[src/rtl/sym5_framer.sv]
module sym5_framer #(
  parameter int LOCK_RUN = 16,
  parameter int LOSS_RUN = 8
) (
  input  logic       clk_i,
  input  logic       rst_i,
  input  logic       rx_bit_i,
  output logic [3:0] nib_o,
  output logic       nib_valid_o,
  output logic       esc_o,
  output logic       sig_good_o,
  output logic       fifo_en_o
);
  localparam int RW = $clog2(LOCK_RUN + 1);
  localparam int BW = $clog2(LOSS_RUN + 1);
  localparam logic [RW-1:0] RUN_LAST = RW'(LOCK_RUN - 1);
  localparam logic [BW-1:0] BAD_LAST = BW'(LOSS_RUN - 1);

  typedef enum logic [1:0] {ST_HUNT, ST_CONF, ST_LOCK} st_t;

  logic [3:0]    sr;
  logic [2:0]    ph;
  st_t           st;
  logic [RW-1:0] run;
  logic [BW-1:0] bad;

  function automatic logic [5:0] decode(input logic [4:0] s);
    case (s)
      5'b11110: decode = 6'b10_0000;
      5'b01001: decode = 6'b10_0001;
      5'b10100: decode = 6'b10_0010;
      5'b10101: decode = 6'b10_0011;
      5'b01010: decode = 6'b10_0100;
      5'b01011: decode = 6'b10_0101;
      5'b01110: decode = 6'b10_0110;
      5'b01111: decode = 6'b10_0111;
      5'b10010: decode = 6'b10_1000;
      5'b10011: decode = 6'b10_1001;
      5'b10110: decode = 6'b10_1010;
      5'b10111: decode = 6'b10_1011;
      5'b11010: decode = 6'b10_1100;
      5'b11011: decode = 6'b10_1101;
      5'b11100: decode = 6'b10_1110;
      5'b11101: decode = 6'b10_1111;
      5'b11000: decode = 6'b11_0000;
      default:  decode = 6'b00_0000;
    endcase
  endfunction

  wire [4:0] sym     = {sr, rx_bit_i};
  wire [5:0] dec     = decode(sym);
  wire       legal   = dec[5];
  wire       is_esc  = dec[4];
  wire       at_edge = (ph == 3'd0);

  always_ff @(posedge clk_i) begin
    if (rst_i) begin
      sr          <= '0;
      ph          <= 3'd4;
      st          <= ST_HUNT;
      run         <= '0;
      bad         <= '0;
      nib_o       <= '0;
      nib_valid_o <= 1'b0;
      esc_o       <= 1'b0;
      sig_good_o  <= 1'b0;
      fifo_en_o   <= 1'b0;
    end else begin
      sr          <= sym[3:0];
      nib_valid_o <= 1'b0;
      esc_o       <= 1'b0;
      if (!at_edge) begin
        ph <= ph - 3'd1;
      end else begin
        ph <= 3'd4;
        case (st)
          ST_HUNT:
            if (legal) begin
              st  <= ST_CONF;
              run <= RW'(1);
            end else begin
              ph <= 3'd5;
            end
          ST_CONF:
            if (!legal) begin
              st <= ST_HUNT;
              ph <= 3'd5;
            end else if (run == RUN_LAST) begin
              st         <= ST_LOCK;
              bad        <= '0;
              sig_good_o <= 1'b1;
              fifo_en_o  <= 1'b1;
            end else begin
              run <= run + RW'(1);
            end
          ST_LOCK:
            if (legal) begin
              bad <= '0;
              if (is_esc) esc_o <= 1'b1;
              else begin
                nib_valid_o <= 1'b1;
                nib_o       <= dec[3:0];
              end
            end else if (bad == BAD_LAST) begin
              st         <= ST_HUNT;
              bad        <= '0;
              sig_good_o <= 1'b0;
              fifo_en_o  <= 1'b0;
            end else begin
              bad <= bad + BW'(1);
            end
          default: st <= ST_HUNT;
        endcase
      end
    end
  end
endmodule


[config.mk]
export PLATFORM = sky130hd
export DESIGN_NAME = sym5_framer
export DESIGN_NICKNAME = d
export VERILOG_FILES = /design/src/rtl/sym5_framer.sv
export SDC_FILE = /design/constraint.sdc
export NUM_CORES = 1
export LEC_CHECK = 0
export BUFFER_PORTS_ARGS = -buffer_cell sky130_fd_sc_hd__buf_2
export CAP_MARGIN = 20
export CORE_MARGIN = 2
export CORE_UTILIZATION = 50
export DETAILED_ROUTE_END_ITERATION = 8
export GPL_TIMING_DRIVEN = 0
export PLACE_DENSITY = 0.79
export SLEW_MARGIN = 20
export SYNTH_ARGS = -nofsm -noshare
export SYNTH_HDL_FRONTEND = slang
export SYNTH_SLANG_ARGS = --single-unit
export TNS_END_PERCENT = 30
[constraint.sdc]
create_clock -name clk_i -period 2.9 [get_ports clk_i]
set_clock_uncertainty 0.1 [all_clocks]
set_input_delay 0.435 -clock clk_i [delete_from_list [all_inputs] [get_ports clk_i]]
set_output_delay 0.435 -clock clk_i [all_outputs]
set_load 0.01 [all_outputs]
# Yosys cells after proc, flatten, opt, wreduce, memory -nomap -nowiden
# Memories as Yosys holds them, arrays and structs flattened.
# Cells that the tools add are included.
dict set report word_totals {
  mem_bits_rw 0
  n_memories 1
  input_bits 3
  latch_bits 0
  register_bits 25
  out_inout_bits 8
  word_cells 64
  mem_bits_ro 192
}
# name depth word_bits read_ports rd_ports_with_merged_regs write_ports line
set memory_table {}
lappend memory_table {{(no name shown)} 32 6 1 0 0 28} ;# case (s)
dict set report classes {
  muxes 25
  eq_ne 11
  shifts 0
  add_sub_neg 3
  multipliers 0
  n_reduce_logical 11
  bitwise 4
  div_mod_pow 0
  n_lt_le_gt_ge 0
}
# op n
set ops {}
lappend ops {{$mux 4} 4}
lappend ops {{$mux 5} 3}
lappend ops {{$ne 2x2->1 const B} 6}
lappend ops {{$mux 2} 5}
lappend ops {{$pmux 5 s2} 1}
lappend ops {{$reduce_and 5->1} 2}
lappend ops {{$mux 1} 8}
lappend ops {{$pmux 4 s2} 1}
lappend ops {{$reduce_and 4->1} 2}
lappend ops {{$pmux 2 s3} 1}
lappend ops {{$reduce_and 6->1} 1}
lappend ops {{$add 5x1->5 const B} 1}
lappend ops {{$eq 5x4->1 const B} 1}
lappend ops {{$add 4x1->4 const B} 1}
lappend ops {{$eq 4x3->1 const B} 1}
lappend ops {{$not 1->1} 4}
lappend ops {{$reduce_bool 2->1} 2}
lappend ops {{$reduce_or 4->1} 1}
lappend ops {{$logic_not 3->1} 1}
lappend ops {{$mux 3} 1}
lappend ops {{$ne 3x3->1 const B} 1}
lappend ops {{$sub 3x1->3 const B} 1}
lappend ops {{$eq 2x1->1 const B} 1}
lappend ops {{$eq 2x2->1 const B} 1}
lappend ops {{other kinds (3)} 3}

# Depth between registers and ports, before layout
dict set report logic_depth {
  depth_word 4
  ltp_mapped 9
}

# Worst setup path before layout
# Ideal clock, no wire load.
dict set report synth_path {
  path_type {reg2reg}
  start {reg sr[0]}
  end {reg run[4]}
  path_stages_with_launch 8
  t_arrival_ns 1.800
  path_slack_ns 0.929
  period_less_slack_ns 1.971
  setup_ns 0.071
  path_cell_list {dfxtp_1 inv_1 ha_1 nor2b_1 or2_1 nand4b_2 or4_1 a21oi_1}
}
dict set report synth_between {
  elab_chain_len 3
  elab_cells_between_ends 4
  classes_between {eq/ne: 2; reduce/logical: 1; memory: 1}
}
# item line
set synth_rtl {}
lappend synth_rtl {{start: declaration} 21} ;# logic [3:0] sr;
lappend synth_rtl {{start signal: assignment} 69} ;# sr <= sym[3:0];
lappend synth_rtl {{$mem_v2 32x6 *} --}
lappend synth_rtl {{$ne 2x2->1 (no source line)} --}
lappend synth_rtl {{$reduce_and 5->1 (no source line) *} --}
lappend synth_rtl {{end signal: assignment} 94} ;# run <= run + RW'(1);
lappend synth_rtl {{end: declaration} 24} ;# logic [RW-1:0] run;
# Every way passes the cells marked *; elsewhere a longest branch is shown, timed or not.
# A chain may end at the register's enable or synchronous reset.

# Final worst setup path
# Ends and elaborated chain as after synthesis.

==> results by group <==
Status
  – Status: finished, final reports clean

Global route
  – Vias in the first global route: 1170
  – Pin count of the biggest net entering global routing: 14
  – First-pass GRT wire length: 5030 µm
  – Total gr overflow: 0
  – Initial antenna violation count: 0
  – Tot GR Track Use: 19.7%

Setup path
  – Critical path type: reg -> reg
  – Crit-path max FO: 9
  – Crit path DAT: 2510 ps
  – Crit path max-delay cell type: dfxtp_1
  – Buffers and inverters on the worst path: 1
  – Setup crit start kind: flip-flop
  – Crit path largest cell delay: 520 ps
  – CP delay by family, top: simple AND/OR/NAND/NOR gates
  – Worst-path cell chain: inv_1 -> ha_1 -> nor2b_1 -> or2_1 -> nand4b_2 -> or4_1 -> a21oi_1
  – CP Capture Type: flip-flop
  – Crit path required time: 3050 ps

Power
  – PD cells: 431 nW/µm²
  – Worst VDD drop: 0.209 mV
  – Total design power: 653 µW
  – Leakage: 0.000585 µW

Placed design
  – Placed cells: 206
  – IO buf count: 9
  – DP HPWL: 2250 µm
  – Placed cell areas: 1490 µm²
  – Gp weighted congestion: 0.832

Cells and area
  – Most frequent cells in the layout: 25 x dfxtp_1, 13 x nor2_1, 12 x a21oi_1
  – Final net count: 191
  – Post-route cell area: 1520 µm²
  – Share of layout cells above drive strength 1: 13.4%
  – N_diodes: 0
  – Final non-filler cell total: 210
  – Layout Area Growth over Synthesis: 7.83%
  – Commonest non-fill, non-tap cell in the layout: dfxtp_1

Floorplanning
  – Die footprint: 3250 µm²
  – Initial Util: 51.9%
  – Site row count: 19
  – Die H: 57.0 µm
  – # IOs: 11
  – Die X: 57.0 µm
  – Core ar.: 2710 µm²

Logic synthesis
  – Synthesized flop and latch total: 25
  – Syn Area/Cell: 8.47 µm²
  – Sequential share of the synthesized area: 35.6%
  – Syn Inst Count: 166
  – Area of the mapped netlist: 1410 µm²
  – Asr flop ratio synth: 0%
  – Synth warn: 0
  – Post-synth EDFFs: 0
  – Primary FF master, synth: dfxtp_1
  – Syn Nets: 177
  – Cell variety after synth: 47

STA
  – # setup viols final: 0
  – Max Slew Vio Count: 0
  – Hold Violations, Final: 0
  – Crit path time final: 2360 ps
  – Slew @ Worst Pin: 521 ps
  – RSZ-0062 raised after global routing: false
  – Setup TNS: 0 ps
  – Slew margin rel.: 65.3%
  – Final worst path period share: 81.4%
  – Min Hold Slack: 312 ps
  – Achievable frequency: 424 MHz

Clock tree
  – Clk_lat worst skew: 330 ps
  – # hold bufs at CTS: 0
  – Post-CTS setup buffer count: 0
  – Clock buffer depth: 2
  – Post-cts resize count: 0
  – Num Clock Sinks: 25
  – Clock transition at path regs: 140 ps
  – H-tree depth: 1
  – CTS tree: done
  – Root buffer cell: clkbuf_4
  – Num CTS Buffers: 3

Drt
  – DRT antenna net count: 0
  – Via count: 1259
  – Number of remaining DRC errors: 0
  – DRT Wirelength: 3030 µm
  – Via-to-Cell Ratio: 6.00
  – Routed len/inst: 14.4 µm
  – Initial drt markers: 55
  – First-pass iteration count of the detailed router: 4

Worst hold path
  – Hold crit path type: in -> reg

Run
  – Max Cap Viol: 0
==> path summary, 6_finish.rpt <==
check	start	endpoint	slack (ps)	cells past startpoint
worst max register to register	sr[0]	run[4]	540	7
worst min-delay path	rx_bit_i	sr[0]	310	2
worst max-delay path	sr[0]	run[4]	540	7
worst min register to register	nib_o[2]	nib_o[2]	390	2
==> flip-flops by register name (all words and copies together), names as in the netlist <==
signal,flops
run,5
bad,4
nib_o,4
sr,4
ph,3
st,2
esc_o,1
fifo_en_o,1
nib_valid_o,1
==> worst register-to-register path, cell delays in order (launching register included) <==
cell	delay, ps
dfxtp_1	520
inv_1	200
ha_1	240
nor2b_1	160
or2_1	220
nand4b_2	180
or4_1	510
a21oi_1	160
==> kinds of logic after synthesis <==
group           Yosys count  share of synthesized area, %
compound gates           42                          19.4
flops                    25                          35.6
fa+ha+maj                 8                          7.12
buf+inv                  18                          6.58
mux                       3                          2.22
simple gates             70                          29.1
==> layer usage <==
| metal | part of all wire, % | vias up | track usage (%) |
|---|---|---|---|
| li1 | - | 625 | - |
| met1 | 44 | 600 | 24.8 |
| met2 | 49 | 27 | 32.8 |
| met3 | 4.3 | 7 | 2.72 |
| met4 | 2.2 | 0 | 10.3 |
| met5 | 0 | - | 0 |
==> Yosys cell counts (all sizes together), types with 2 or more instances <==
library cell	instances	area [µm²]
mux2i	2	20.0
a311oi	3	26.3
nand4b	2	23.8
nor2b	8	50.1
or4	2	15.0
nand4	3	18.8
and2	2	12.5
clkbuf	5	18.8
a31oi	3	18.8
dfxtp	25	500
nand2b	7	43.8
and4	2	17.5
and4b	2	20.0
inv	7	26.3
o21ai	12	67.6
nand2	8	30.0
nand3	3	15.0
buf	6	47.5
ha	8	100
and3	2	12.5
or3	2	12.5
or2	2	12.5
nor3	7	35.0
nor2	13	48.8
o31ai	3	22.5
a21oi	12	60.1
==> power by group <==
group	leakage, µW	switching (µW)	internal [µW]	total (µW)
Sequential	0.000203	13.2	362	375
Clock	0.0000150	106	53.9	160
Combinational	0.000367	66.9	50.7	118
Total	0.000585	186	467	653
==> final cells by class <==
class | count | area, µm²
buffer | 11 | 66.3
clock buffer | 4 | 26.3
fill | 268 | 1190
inverter | 7 | 26.3
multi-input combinational | 123 | 813
sequential | 25 | 500
tap | 31 | 38.8
timing repair buffer | 9 | 45.0
==> stage by stage <==
step                worst slack (ps)  utilization [%]
floorplan                        929                -
global placement                 680             55.0
detailed placement               601             55.0
CTS                              566             56.0
global route                     407             56.0
finish                           540             56.0
No activity file was read; power rests on OpenSTA's default activity.
